[config.mk]
export PLATFORM = sky130hd
export DESIGN_NAME = tag_xbar2
export DESIGN_NICKNAME = d
export VERILOG_FILES = /design/src/rtl/tag_xbar2_pkg.sv /design/src/rtl/tag_xbar2_decode.sv /design/src/rtl/tag_xbar2_port.sv /design/src/rtl/tag_xbar2_lane.sv /design/src/rtl/tag_xbar2.sv
export SDC_FILE = /design/constraint.sdc
export NUM_CORES = 1
export LEC_CHECK = 0
export BUFFER_PORTS_ARGS = -buffer_cell sky130_fd_sc_hd__buf_2
export CORE_UTILIZATION = 30
export DETAILED_ROUTE_END_ITERATION = 12
export GPL_ROUTABILITY_DRIVEN = 0
export GPL_TIMING_DRIVEN = 0
export PLACE_DENSITY = 0.6
export SYNTH_ARGS = -nofsm -noshare
export SYNTH_HDL_FRONTEND = slang
export SYNTH_SLANG_ARGS = --single-unit
export TNS_END_PERCENT = 30
[constraint.sdc]
create_clock -name clk -period 1.7 [get_ports clk]
set_input_delay 0.17 -clock clk [delete_from_list [all_inputs] [get_ports clk]]
set_output_delay 0.17 -clock clk [all_outputs]
set_load 0.005 [all_outputs]
[src/rtl/tag_xbar2_pkg.sv]
package tag_xbar2_pkg;
   typedef enum logic [1:0] {
      PS_IDLE  = 2'd0,
      PS_CONN  = 2'd1,
      PS_BLOCK = 2'd2
   } port_state_e;

   localparam int unsigned NPORT = 2;
endpackage

[src/rtl/tag_xbar2_decode.sv]
module tag_xbar2_decode #(
   parameter int unsigned DATA_W   = 16,
   parameter int unsigned TAG_LSB  = 0,
   parameter int unsigned MASK_LSB = 8,
   parameter int unsigned STAGE    = 2
) (
   input  logic [DATA_W-1:0] word,
   output logic [1:0]        need
);
   localparam int unsigned TAG_POS  = TAG_LSB + STAGE;
   localparam int unsigned MASK_POS = MASK_LSB + STAGE;

   always_comb begin
      if (word[MASK_POS])     need = 2'b11;
      else if (word[TAG_POS]) need = 2'b10;
      else                    need = 2'b01;
   end
endmodule

[src/rtl/tag_xbar2_port.sv]
module tag_xbar2_port
   import tag_xbar2_pkg::*;
(
   input  logic       clk,
   input  logic       rst_n,
   input  logic       req,
   input  logic [1:0] need,
   input  logic       win,
   output logic       start,
   output logic [1:0] own,
   output logic       conn
);
   port_state_e st_q;
   logic [1:0]  own_q;

   assign start = (st_q == PS_IDLE) && req;
   assign own   = own_q;
   assign conn  = (st_q == PS_CONN);

   always_ff @(posedge clk) begin
      if (!rst_n) begin
         st_q  <= PS_IDLE;
         own_q <= 2'b00;
      end else begin
         unique case (st_q)
            PS_IDLE: if (req) begin
               if (win) begin
                  st_q  <= PS_CONN;
                  own_q <= need;
               end else begin
                  st_q  <= PS_BLOCK;
               end
            end
            PS_CONN: if (!req) begin
               st_q  <= PS_IDLE;
               own_q <= 2'b00;
            end
            PS_BLOCK: if (!req) st_q <= PS_IDLE;
            default: begin
               st_q  <= PS_IDLE;
               own_q <= 2'b00;
            end
         endcase
      end
   end

   // dropping the request tears the path down at the next edge
   a_r5_release: assert property (@(posedge clk) disable iff (!rst_n)
      (conn && !req) |=> (own == 2'b00));
   // payload cycles never alter the held routing
   a_r4_route_held: assert property (@(posedge clk) disable iff (!rst_n)
      (conn && req) |=> $stable(own));
   // a refused request stays refused while held high
   a_r8_stay_blocked: assert property (@(posedge clk) disable iff (!rst_n)
      ((st_q == PS_BLOCK) && req) |=> (!conn && own == 2'b00));
endmodule

[src/rtl/tag_xbar2_lane.sv]
module tag_xbar2_lane #(
   parameter int unsigned DATA_W = 16,
   parameter int unsigned PAR_W  = 2
) (
   input  logic                   taken,
   input  logic                   src,
   input  logic [1:0]             in_req,
   input  logic [1:0][DATA_W-1:0] in_word,
   input  logic [1:0][PAR_W-1:0]  in_par,
   input  logic [1:0]             in_avail_n,
   output logic                   o_req,
   output logic [DATA_W-1:0]      o_word,
   output logic [PAR_W-1:0]       o_par,
   output logic                   o_avail_n
);
   always_comb begin
      if (taken) begin
         o_req     = in_req[src];
         o_word    = in_word[src];
         o_par     = in_par[src];
         o_avail_n = in_avail_n[src];
      end else begin
         o_req     = 1'b0;
         o_word    = '0;
         o_par     = '0;
         o_avail_n = 1'b1;
      end
   end
endmodule

[src/rtl/tag_xbar2.sv]
module tag_xbar2
   import tag_xbar2_pkg::*;
#(
   parameter int unsigned DATA_W   = 16,
   parameter int unsigned PAR_W    = 2,
   parameter int unsigned ADDR_W   = 4,
   parameter int unsigned TAG_LSB  = 0,
   parameter int unsigned MASK_LSB = 8,
   parameter int unsigned STAGE    = 2
) (
   input  logic                   clk,
   input  logic                   rst_n,
   input  logic [1:0]             in_req,
   input  logic [1:0][DATA_W-1:0] in_word,
   input  logic [1:0][PAR_W-1:0]  in_par,
   input  logic [1:0]             in_avail_n,
   output logic [1:0]             in_grant,
   output logic [1:0]             in_rcvd_n,
   output logic [1:0]             out_req,
   output logic [1:0][DATA_W-1:0] out_word,
   output logic [1:0][PAR_W-1:0]  out_par,
   output logic [1:0]             out_avail_n,
   input  logic [1:0]             out_grant,
   input  logic [1:0]             out_rcvd_n
);
   localparam int unsigned TAG_TOP  = TAG_LSB + ADDR_W - 1;
   localparam int unsigned MASK_TOP = MASK_LSB + ADDR_W - 1;

   generate
      if (STAGE >= ADDR_W)   begin : g_bad_stage $error("STAGE outside address width"); end
      if (TAG_TOP >= DATA_W)  begin : g_bad_tag   $error("tag field beyond word"); end
      if (MASK_TOP >= DATA_W) begin : g_bad_mask  $error("mask field beyond word"); end
      if (PAR_W == 0)         begin : g_bad_par   $error("PAR_W must be nonzero"); end
   endgenerate

   logic [1:0][1:0] need;
   logic [1:0][1:0] own;
   logic [1:0]      start;
   logic [1:0]      conn;
   logic [1:0]      win;
   logic [1:0]      busy;
   logic [1:0]      up_claim;

   assign busy     = own[0] | own[1];
   assign up_claim = (start[0] && win[0]) ? need[0] : 2'b00;
   assign win[0]   = ~|(need[0] & busy);
   assign win[1]   = ~|(need[1] & (busy | up_claim));

   genvar gi;
   generate
      for (gi = 0; gi < NPORT; gi++) begin : g_in
         tag_xbar2_decode #(
            .DATA_W(DATA_W), .TAG_LSB(TAG_LSB), .MASK_LSB(MASK_LSB), .STAGE(STAGE)
         ) u_dec (
            .word(in_word[gi]),
            .need(need[gi])
         );

         tag_xbar2_port u_port (
            .clk  (clk),
            .rst_n(rst_n),
            .req  (in_req[gi]),
            .need (need[gi]),
            .win  (win[gi]),
            .start(start[gi]),
            .own  (own[gi]),
            .conn (conn[gi])
         );

         assign in_grant[gi]  = conn[gi] & (&(out_grant | ~own[gi]));
         assign in_rcvd_n[gi] = conn[gi] ? (|(out_rcvd_n & own[gi])) : 1'b1;
      end

      for (gi = 0; gi < NPORT; gi++) begin : g_out
         tag_xbar2_lane #(.DATA_W(DATA_W), .PAR_W(PAR_W)) u_lane (
            .taken     (busy[gi]),
            .src       (own[1][gi]),
            .in_req    (in_req),
            .in_word   (in_word),
            .in_par    (in_par),
            .in_avail_n(in_avail_n),
            .o_req     (out_req[gi]),
            .o_word    (out_word[gi]),
            .o_par     (out_par[gi]),
            .o_avail_n (out_avail_n[gi])
         );
      end
   endgenerate

   // an output never belongs to both inputs
   a_r6_single_owner: assert property (@(posedge clk) disable iff (!rst_n)
      (own[0] & own[1]) == 2'b00);
   // same-edge conflict is resolved toward the upper input
   a_r7_upper_first: assert property (@(posedge clk) disable iff (!rst_n)
      (start[0] && start[1] && busy == 2'b00 && |(need[0] & need[1]))
      |=> (conn[0] && !conn[1]));
   // an uncontested straight-up request lands on output 0 only
   a_r2_upper_route: assert property (@(posedge clk) disable iff (!rst_n)
      (start[0] && busy == 2'b00 && need[0] == 2'b01) |=> (own[0] == 2'b01));
   // an unclaimed output stays quiet
   a_r10_idle_out: assert property (@(posedge clk) disable iff (!rst_n)
      (busy[0] == 1'b0) |-> (out_req[0] == 1'b0 && out_avail_n[0] == 1'b1));
endmodule

After elaboration in Yosys (flattened, before gate mapping) --
Cells that the tools add are included.
Word-level totals: flip-flop bits (word level) 8, input bits 46, output and inout bits 44, word-level logic and storage cells 94
Operators by class: $lt $le $gt $ge 2, equality and inequality tests 12, mux-type cells 45, bitwise operators 14, reductions and logical operators 17
Operators with widths (number):
- 16-bit 2-to-1 mux | 6
- 2-bit 2-to-1 mux | 21
- 2-bit != test, second input constant | 8
- 1-bit 2-to-1 mux | 14
- 2-bit one-hot mux with 3 select lines | 2
- 2-bit OR reduction | 6
- 2-bit bitwise AND | 4
- 2-bit OR | 4
- 2-bit one-hot mux with 2 select lines | 2
- 2-bit AND reduction | 4
- 4-bit AND reduction | 2
- 2-bit by 1-bit == test with 1-bit output, second input constant | 2
- 2-bit == test, second input constant | 2
- 2-bit zero test | 2
- 1-bit by 2-bit < comparator with 1-bit output, second input constant | 2
- 2-bit NOT | 2
- 1-bit bitwise AND | 2
- 1-bit logical AND | 2
- 1-bit NOT | 2
- 1-bit zero test | 1

Logic depth before layout (Yosys ltp) --
Gate-level depths: netlist of run 1.
depth in word-level cells 13, mapped depth 6

By module --
A second synthesis of run 1 with hierarchy kept.
Unflattened totals: cells, all modules 163, area total of the unflattened synthesis 1323.8 µm²
Modules (own cells, without submodules):
- tag_xbar2_lane | instances 2, cells each 44, area an instance 352.8 µm², sequential area each 0.0 µm²
- tag_xbar2_port | instances 2, cells each 25, area an instance 239.0 µm², sequential area each 80.1 µm²
- tag_xbar2 | instances 1, cells each 21, area an instance 115.1 µm², sequential area each 0.0 µm²
- tag_xbar2_decode | instances 2, cells each 2, area an instance 12.5 µm², sequential area each 0.0 µm²

Worst setup path after synthesis of run 1 --
Ideal clock, no wire load.
kind reg2reg, start point register g_in[1].u_port.st_q[0], end point register g_in[1].u_port.own_q[0], setup time 121 ps, arrival 1395 ps, data required time 1579 ps, path slack 184 ps, cell stages (with the launch flop) 7, cell sequence dfxtp_1 -> inv_1 -> ha_1 -> mux2_2 -> o21ai_1 -> o22ai_1 -> mux2_2
On the way: word-level cells in the longest chain between the ends 3, elaborated cells on any way between the ends 9, classes of those cells eq/ne (5); mux (1); bitwise (1); reduce/logical (2)
Ends and longest elaborated chain:
- start, declared | RTL line tag_xbar2_port.sv:13 | port_state_e st_q;
- start signal, assigned | RTL line tag_xbar2_port.sv:22 | st_q <= PS_IDLE;
- start signal, assigned | RTL line tag_xbar2_port.sv:28 | st_q <= PS_CONN;
- start signal, assigned | RTL line tag_xbar2_port.sv:31 | st_q <= PS_BLOCK;
- 2-bit by 1-bit == test with 1-bit output (tied with other cells) | RTL line tag_xbar2_port.sv:25 | unique case (st_q)
- 2-bit != test (no line) or 1-bit NOT (tied branches)
- 4-bit AND reduction (no line)
- end signal, assigned | RTL line tag_xbar2_port.sv:29 | own_q <= need;
- end, declared | RTL line tag_xbar2_port.sv:14 | logic [1:0] own_q;
Several ways; a longest one is shown, not always the timed one. A chain may end at the register's enable or synchronous reset.

Final worst setup path of run 1 --
start point register g_in[0].u_port.st_q[0], end point register g_in[1].u_port.own_q[0]
On the way: word-level cells in the longest chain between the ends 9
Ends and longest elaborated chain:
- start, declared | RTL line tag_xbar2_port.sv:13
- start signal, assigned | RTL line tag_xbar2_port.sv:22
- start signal, assigned | RTL line tag_xbar2_port.sv:28
- start signal, assigned | RTL line tag_xbar2_port.sv:31
- 2-bit zero test | RTL line tag_xbar2_port.sv:16 | assign start = (st_q == PS_IDLE) && req;
- 1-bit logical AND | RTL line tag_xbar2_port.sv:16
- 1-bit logical AND | RTL line tag_xbar2.sv:45 | assign up_claim = (start[0] && win[0]) ? need[0] : 2'b00;
- 2-bit 2-to-1 mux | RTL line tag_xbar2.sv:45
- 2-bit OR | RTL line tag_xbar2.sv:47 | assign win[1] = ~|(need[1] & (busy | up_claim));
- 2-bit bitwise AND | RTL line tag_xbar2.sv:47
- 2-bit OR reduction | RTL line tag_xbar2.sv:47
- 2-bit != test (no line)
- 4-bit AND reduction (no line)
Every way passes these cells.

==> key figures, run 1 <==
CTS
  • H-tree depth: 1
  • Later-pin clock latency in the skew report: 0.23 ns
  • Postcts setup bufs: 0
  • CTS tree: built
  • Clk sinks: 8
  • Root buffer cell: clkbuf_8
  • Num CTS Buffers: 3
  • Post-CTS Hold Fix Bufs: 0
  • Clk slew on worst S/H paths: 0.05 ns
  • CTS max path bufs: 2

STA
  • F_max: around 600 MHz
  • Post-layout minimum cycle time: about 1.6 ns
  • Slew headroom: 0.5685
  • Final hold violations: 0
  • Worst-Margin Slew: between 0.6 and 0.7 ns
  • Clk_skew: 0.007442 ns
  • Setup violators final: 0
  • Fin crit share: 0.9637
  • Setup WS post-layout: 0.06174 ns
  • Max-slew violations: 0
  • RSZ-0062 raised after global routing: true

Detailed routing
  • Detail Route Antenna Nets: 0
  • Post-DR vias/cell: 5.271
  • DRT iter0 DRCs: 80
  • Average routed wire per standard cell: about 14 um
  • Drt first pass iters: 4
  • Via count: ~1,500
  • Final wirelength: between 4000 and 5000 um
  • DRC viols: 0

Synthesis
  • Synth warnings: 0
  • Most area-hungry cell type in the Yosys netlist: a22o_1
  • EDFF count, synth: 0
  • Synth async-reset ratio: 0
  • Syn_area_per_cell: roughly 7.7 sq um
  • Seq/Total Area, Yosys: 0.1405
  • FF+latch count, synth: 8
  • Synth top area share: 0.2920
  • Dominant synthesized flop cell: dfxtp_1
  • Synth unique cells: 36
  • Post-synthesis instance area: 1140 sq um
  • Synth area leaders: a22o_1, dfxtp_1, ha_1
  • Total nets after synthesis: 200
  • Synth Instances: 148

Pwr
  • Int Power: ~0.0016 W
  • Clock network fraction of total power: 0.080
  • Max IR drop VDD: 0.0005369 V
  • P_sw: 0.001280 W
  • Part of the power in registers: 0.114
  • Logic pwr share: 0.806
  • PwrDens: 1639 nW/um^2
  • Total power: 0.002830 W
  • Pleak: a little over 0.9 nW
  • Fraction of power spent switching nets: 0.4522

GRT
  • Vias in the first global route: 1,373
  • Initial antenna violation count: 0
  • First-pass GRT wire length: 6348 um
  • Largest net degree at the start of global routing: 11
  • GRT Total Usage: 0.1955
  • Total congestion overflow: 0

Floorplan
  • Starting Density: 0.3113
  • Die W: around 64 um
  • Core ar.: 3661 sq um
  • I/O pins: 90
  • Die area: 4050 sq um
  • Die Height: 63.64 um
  • Rows: 22

Worst setup path
  • CP startpoint kind: register
  • CP required: 1.81 ns
  • Worst path arrival time: 1.74 ns
  • Setup crit end kind: register
  • Critical setup path kind: register to register
  • CP Max Fanout: 4
  • R2r setup slk: about 0.062 ns

Cells and area
  • Area growth syn-to-layout: 51.48%
  • Final net count: 294
  • ANT cells: 0
  • Share of cells above drive strength 1: 0.5042

Worst hold path
  • HP Class: primary input to register

Placement
  • Pre-CTS setup slack: 0.06391 ns
  • Port Buffers: 89
  • Dpl hpwl: 3251 um

Flow run
  • Max-cap violations: 0

Outcome
  • Run status: finished, final reports clean
worst max-delay path, cell delays in order (launching register included):
cell	delay (ns)
dfxtp_1	0.32
inv_1	0.09
ha_2	0.24
a211oi_2	0.07
o21ai_0	0.22
o2111ai_2	0.24
mux2_2	0.32
metal layers:
metal | track usage | vias to the layer above | routed length [um]
met1 | 0.2438 | 704 | 1843
li1 | - | 749 | -
met5 | 0 | - | 0
met4 | 0.05966 | 0 | 42
met3 | 0.03442 | 4 | 267
met2 | 0.3364 | 61 | 1969
flip-flops by register name, indices dropped and copies added (netlist names):
| name | cells |
|---|---|
| g_in.u_port.own | 4 |
| g_in.u_port.st_q | 4 |
power groups by stage:
stage / Clock [W] / Sequential, W / Combinational [W]
global route: 0.000241 / 0.000330 / 0.00250
finish: 0.000227 / 0.000322 / 0.00228
floorplan: 0 / 0.000312 / 0.00144
global placement: 0 / 0.000322 / 0.00218
CTS: 0.000233 / 0.000319 / 0.00219
detailed placement: 0 / 0.000323 / 0.00218
through the flow:
stage                     hold slack, ns  cells    util  instance area, sq um  TNS (ns)
final                             0.3000    288  0.4716                  1727         0
after detailed placement          0.4744    285  0.4494                  1645         0
after floorplan                   0.3354    148       -                  1140         0
after global routing              0.3088    288  0.4716                  1727  -0.07707
after CTS                         0.2726    288  0.4617                  1690    -1.170
after global placement            0.4687    285  0.4494                  1645         0
timing repair:
| item | CTS | global route |
|---|---|---|
| pin swaps | 0 | 3 |
| gates resized for setup | 3 | 24 |
| setup endpoints to repair | 40 | 32 |
final cells by class:
cell class | count | area (sq um)
Inverter | 13 | 48.80
Fill cell | 359 | 1934
Clock buffer | 3 | 41.29
Timing Repair Buffer | 89 | 445.4
Multi-Input combinational cell | 111 | 854.6
Buffer | 16 | 115.1
Tap cell | 48 | 60.06
Sequential cell | 8 | 161.4
final timing paths:
path / start / to / cells past startpoint
setup / recovery: g_in[0].u_port.st_q[0] / g_in[1].u_port.own[0] / 6
hold / removal: rst_n / g_in[0].u_port.own[1] / 3
setup reg to reg: g_in[0].u_port.st_q[0] / g_in[1].u_port.own[0] / 6
hold reg to reg: g_in[0].u_port.st_q[1] / g_in[0].u_port.st_q[1] / 2
layout by cell type, fill, tap and decap left out, drive strengths merged, types with 2 or more instances in the layout:
master  netlist  final
nand2        10     10
dfxtp         8      8
inv          13     13
mux2          4      4
nor3          2      2
a22o         38     38
o211ai        4      4
nor2b         3      3
a21oi         8      8
a211o         2      2
a22oi         4      4
nor4          2      2
o21a          2      2
or3           2      2
clkbuf        8     10
ha            6      6
o22ai         2      2
buf           8     98
o21ai         5      5
nor2          6      6
cell families (layout without fill, tap and decap cells):
kind of cell	after synthesis	after routing	share of synthesized area
compound gates	72	72	0.4962
fa+ha+maj	6	6	0.06586
buf+inv	29	121	0.1262
flops	8	8	0.1405
mux	5	5	0.04830
simple gates	28	28	0.1229
synth_stat cells (all sizes together) (2+ instances only):
cell type,number
a21oi,8
nand2,10
buf,8
a211o,2
nor2b,3
nor3,2
dfxtp,8
a22o,38
nor2,6
o211ai,4
or3,2
nor4,2
clkbuf,8
o21ai,5
o22ai,2
a22oi,4
inv,13
o21a,2
mux2,4
ha,6
Note: power is estimated with default switching activity, not from simulation.
==> run 2: changes to the inputs <==
--- a/config.mk
+++ b/config.mk
@@ -6,11 +6,11 @@
 export NUM_CORES = 1
 export LEC_CHECK = 0
 export BUFFER_PORTS_ARGS = -buffer_cell sky130_fd_sc_hd__buf_2
-export CORE_UTILIZATION = 30
+export CORE_UTILIZATION = 40
 export DETAILED_ROUTE_END_ITERATION = 12
 export GPL_ROUTABILITY_DRIVEN = 0
 export GPL_TIMING_DRIVEN = 0
-export PLACE_DENSITY = 0.6
+export PLACE_DENSITY = 0.77
 export SYNTH_ARGS = -nofsm -noshare
 export SYNTH_HDL_FRONTEND = slang
 export SYNTH_SLANG_ARGS = --single-unit
==> run 2 against run 1 <==
Against the previous run:
- sequential cell count unchanged
- setup slack improved by 0.016 ns
- core utilization increased by 18 points
- fmax is 0.97% higher
- cell count down 5.9%
- largest cell class unchanged
- largest power group unchanged
==> key figures, run 2 (same netlist as run 1, synthesis figures left out) <==
Outcome
  • Run status: finished, final reports clean

Worst setup path
  • Delay-heaviest family, CP: buffers and inverters
  • CP Buf/Inv Count: 5
  • Max stage delay cell, worst path: dfxtp_1
  • Reg2Reg Launch Point: g_in[0].u_port.st_q[1]
  • Setup crit end kind: output port
  • CP required: between 1.5 and 2 ns
  • Crit. Startpoint: g_in[0].u_port.own[0]
  • Worst path arrival time: ~1.5 ns
  • Max incr delay on CP: 0.32 ns
  • Critical setup path kind: register to output port
  • CP Max Fanout: 10
  • CP Cell Sequence: buf_6, inv_1, nor2_1, clkbuf_4, a22oi_1, buf_4, buf_2
  • CP startpoint kind: register

GRT
  • First-pass GRT wire length: 5913 um
  • Largest net degree at the start of global routing: 11
  • GRT Total Usage: 0.2305
  • Total congestion overflow: 0
  • Vias in the first global route: ~1,300
  • Initial antenna violation count: 0

Pwr
  • Clock network fraction of total power: 0.054
  • Pleak: 0.9134 nW
  • PwrDens: 1638 nW/um^2
  • P_sw: 0.001269 W
  • Int Power: 0.001479 W
  • Logic pwr share: 0.828
  • Fraction of power spent switching nets: 0.4617
  • Max IR drop VDD: 0.001167 V
  • Part of the power in registers: 0.118

CTS
  • Later-pin clock latency in the skew report: about 0.25 ns
  • CTS max path bufs: 2
  • Clk slew on worst S/H paths: ~0.060 ns
  • Post-CTS Hold Fix Bufs: 0
  • CTS tree: built
  • H-tree depth: 1
  • Root buffer cell: clkbuf_4
  • Num CTS Buffers: 3
  • Clk sinks: 8

Floorplan
  • Die area: about 3100 sq um
  • Core ar.: about 2600 sq um
  • I/O pins: 90
  • Die Height: 55.38 um
  • Starting Density: 0.4401
  • Rows: 18
  • Die W: 55.38 um

Detailed routing
  • Final wirelength: 4010 um
  • Drt first pass iters: 4
  • Detail Route Antenna Nets: 0
  • Post-DR vias/cell: approximately 5.7
  • Average routed wire per standard cell: ~15 um
  • Via count: 1,556
  • DRT iter0 DRCs: 112
  • DRC viols: 0

Placement
  • Area of placed instances: 1623 sq um
  • Dpl hpwl: 3138 um
  • Port Buffers: 89

STA
  • Clk_skew: 0.002093 ns
  • RSZ-0062 raised after global routing: true
  • Final hold violations: 0
  • Worst hold slack: 0.2492 ns
  • Fin crit share: 0.9544
  • F_max: roughly 600 MHz
  • Max-slew violations: 0
  • Setup violators final: 0
  • Post-layout minimum cycle time: 1.622 ns
  • Slew headroom: 0.5995
  • Worst-Margin Slew: slightly below 0.6 ns

Cells and area
  • Final instance area: 1678 sq um
  • Most frequent cells in the layout: buf_2, a22o_1, inv_1, nand2_1, a21oi_1
  • ANT cells: 0
  • Share of cells above drive strength 1: 0.4938
  • Area growth syn-to-layout: 47.20%
  • Most common cell after layout, fill and taps aside: buf_2
  • Final net count: ~300

Flow run
  • Max-cap violations: 0

Worst hold path
  • Hold Crit Start: rst_n
  • HP Class: primary input to register
## run 2: path summary, 6_finish.rpt
check	to	slack [ns]	depth (start not counted)
max	out_avail_n[0]	0.08	7
min	g_in[1].u_port.st_q[0]	0.25	3
max reg2reg	g_in[0].u_port.own[1]	0.08	6
min reg2reg	g_in[0].u_port.st_q[0]	0.47	2
## run 2: stage by stage
stage	util	setup WS, ns	TNS (ns)	power [W]	cells
floorplan	-	0.1838	0	0.001749	148
global placement	0.6266	0.07049	0	0.002478	267
detailed placement	0.6266	0.05707	0	0.002482	267
CTS	0.6401	0.01836	0	0.002662	270
global route	0.6478	-0.002738	-0.002738	0.002938	271
finish	0.6478	0.07753	0	0.002748	271
## run 2: cell type report
| class | count | area [sq um] |
|---|---|---|
| multi-input cells | 111 | 839.6 |
| plain buffers | 16 | 115.1 |
| well taps | 30 | 37.54 |
| inverters | 13 | 48.80 |
| fillers | 248 | 912.1 |
| clock buffers | 3 | 22.52 |
| flip-flops and latches | 8 | 161.4 |
| repair buffers | 90 | 452.9 |
## run 2: metal layers
layer	wire [um]	up-vias	GRT usage
li1	-	760	-
met1	1791	737	0.2969
met5	0	-	0
met2	2004	59	0.4148
met3	213	0	0.02342
met4	0	0	0.04286
## run 2: power by group through the flow
stage | clock (W) | sequential (W) | combinational [W]
6_report | 0.000149 | 0.000324 | 0.00227
5_1_grt | 0.000161 | 0.000330 | 0.00245
4_1_cts | 0.000152 | 0.000321 | 0.00219
3_5_place_dp | 0 | 0.000325 | 0.00216
3_3_place_gp | 0 | 0.000323 | 0.00216
2_1_floorplan | 0 | 0.000312 | 0.00144
## run 2: timing repair
action                                 CTS  global route
endpoints found under the hold margin    0             0
setup endpoints to repair               40            19
gates cloned                             0             0
resized for setup                        8            12
buffers inserted                         0             1
## run 2: worst register-to-register path, stage by stage, from the launching register on
cell       delay (ns)
dfxtp_1          0.36
inv_1            0.07
ha_1             0.21
a21o_1           0.22
or4_1            0.40
a2bb2oi_1        0.14
a21oi_1          0.14
==> run 3: changes to the inputs <==
--- a/config.mk
+++ b/config.mk
@@ -6,11 +6,11 @@
 export NUM_CORES = 1
 export LEC_CHECK = 0
 export BUFFER_PORTS_ARGS = -buffer_cell sky130_fd_sc_hd__buf_2
-export CORE_UTILIZATION = 40
+export CORE_UTILIZATION = 43
 export DETAILED_ROUTE_END_ITERATION = 12
 export GPL_ROUTABILITY_DRIVEN = 0
 export GPL_TIMING_DRIVEN = 0
-export PLACE_DENSITY = 0.77
+export PLACE_DENSITY = 0.83
 export SYNTH_ARGS = -nofsm -noshare
 export SYNTH_HDL_FRONTEND = slang
 export SYNTH_SLANG_ARGS = --single-unit
==> constraint.sdc (replaced) <==
create_clock -name clk -period 2 [get_ports clk]
set_input_delay 0.2 -clock clk [delete_from_list [all_inputs] [get_ports clk]]
set_output_delay 0.2 -clock clk [all_outputs]
set_load 0.005 [all_outputs]
==> run 3 against run 2 <==
Against the previous run:
- cell count is 0.37% lower
- design area shrank 1.8%
- global-route usage grew 2.4 points
- combinational power is 18% lower
- highest routed layer is now met4
==> key figures, run 3 (same netlist as run 1, synthesis figures left out) <==
Worst setup path
  • Setup crit end kind: output port
  • Worst path arrival time: approximately 1.7 ns
  • R2R cell count: 6
  • CP Max Fanout: 10
  • Critical setup path kind: register to output port
  • CP required: 1.80 ns
  • CP startpoint kind: register

Floorplan
  • Die W: 53.49 um
  • Rows: 18
  • Die area: about 2900 sq um
  • I/O pins: 90
  • Core ar.: 2500 sq um
  • Die Height: 53.49 um
  • Starting Density: 0.4560

Cells and area
  • Fill count: 238
  • Share of cells above drive strength 1: 0.4583
  • ANT cells: 0
  • Area growth syn-to-layout: 44.57%
  • Most frequent cells in the layout: buf_2, a22o_1, inv_1, nand2_1
  • Final net count: 294
  • Final Instance Count excl. Fillers: 270
  • Most common cell after layout, fill and taps aside: buf_2
  • Final core occ: 0.6592

GRT
  • Vias in the first global route: ~1,200
  • GRT Total Usage: 0.2541
  • Largest net degree at the start of global routing: 11
  • Initial antenna violation count: 0
  • First-pass GRT wire length: ~5400 um
  • Total congestion overflow: 0

STA
  • Clk_skew: 0.004457 ns
  • F_max: 519.9 MHz
  • Worst-Margin Slew: just over 0.6 ns
  • Post-layout minimum cycle time: roughly 1.9 ns
  • Fin crit share: 0.9618
  • RSZ-0062 raised after global routing: true
  • Max-slew violations: 0
  • Slew headroom: 0.5908
  • Setup violators final: 0
  • Setup WS post-layout: 0.07644 ns
  • Final hold violations: 0

Placement
  • Port Buffers: just under 90
  • Pre-CTS setup slack: between 0.3 and 0.4 ns
  • Placed instance count: approximately 270
  • Dpl hpwl: 3072 um

Pwr
  • Max IR drop VDD: between 0.0009 and 0.001 V
  • PwrDens: 1373 nW/um^2
  • Pleak: 0.8857 nW

Detailed routing
  • Post-DR vias/cell: ~5.6
  • Final wirelength: 3907 um
  • Detail Route Antenna Nets: 0
  • Average routed wire per standard cell: roughly 14 um
  • DRT iter0 DRCs: between 40 and 50
  • Drt first pass iters: 4
  • Via count: between 1,500 and 2,000
  • DRC viols: 0

CTS
  • Num CTS Buffers: 3
  • Post-CTS Hold Fix Bufs: 0
  • Clk sinks: 8
  • Later-pin clock latency in the skew report: 0.26 ns
  • H-tree depth: 1
  • Clk slew on worst S/H paths: 0.06 ns
  • CTS tree: built
  • CTS max path bufs: 2
  • Root buffer cell: clkbuf_4

Worst hold path
  • Hold path cells: 3
  • HP Class: primary input to register

Flow run
  • Max-cap violations: 0

Outcome
  • Run status: finished, final reports clean
==> run 3: cell types whose count changed in the layout (fill, tap and decap cells not counted), sizes merged <==
cell and change:
buf -2, clkbuf +1
==> run 3: layout make-up <==
cell class              instances  area (sq um)  share of cell area
plain buffers                  16         97.59             0.05923
repair buffers                 89         445.4              0.2703
well taps                      30         37.54             0.02278
flip-flops and latches          8         160.2             0.09719
clock buffers                   3         22.52             0.01367
multi-input cells             111         835.8              0.5072
inverters                      13         48.80             0.02961
==> run 3: power breakdown <==
group / total (W) / leakage (nW) / internal (W) / switching [W]
Clock: 0.000133 / 0.0138 / 0.0000693 / 0.0000633
Combinational: 0.00186 / 0.806 / 0.000902 / 0.000955
Sequential: 0.000272 / 0.0656 / 0.000228 / 0.0000444
Total: 0.00226 / 0.886 / 0.00120 / 0.00106
==> run 3: final timing paths <==
kind                          startpoint                endpoint  slack (ns)
hold / removal                     rst_n  g_in[1].u_port.st_q[0]        0.26
setup reg to reg  g_in[1].u_port.st_q[1]   g_in[1].u_port.own[0]        0.33
setup / recovery   g_in[0].u_port.own[1]              out_req[1]        0.08
hold reg to reg   g_in[0].u_port.st_q[0]  g_in[0].u_port.st_q[0]        0.48
==> run 3: metal layers <==
metal,part of all wire,wire (um),vias up,track usage
met5,0,0,-,0
met4,0.0036,14,0,0.06579
met3,0.071,276,2,0.02874
met2,0.51,1984,62,0.4771
met1,0.42,1631,698,0.2966
li1,-,-,755,-
==> run 3: worst max-delay path, cell delays in order, from the launching register on <==
cell and delay, ns:
dfxtp_1 0.43, inv_1 0.12, nor2_1 0.17, clkbuf_1 0.36, a22o_1 0.20, buf_4 0.10
buf_2 0.10
==> run 3: timing repair <==
action | CTS | global route
gates resized for setup | 0 | 4
buffers inserted | 0 | 0
setup endpoints to repair | 0 | 4
==> run 3: through the flow <==
step,total power [W],hold slack (ns),cell area (sq um),setup TNS (ns)
2_1_floorplan,0.001486,0.3654,1140,0
4_1_cts,0.002244,0.2581,1645,0
3_5_place_dp,0.002104,0.4719,1623,0
3_3_place_gp,0.002086,0.4633,1623,0
5_1_grt,0.002458,0.2946,1648,-0.05704
6_report,0.002262,0.2562,1648,0
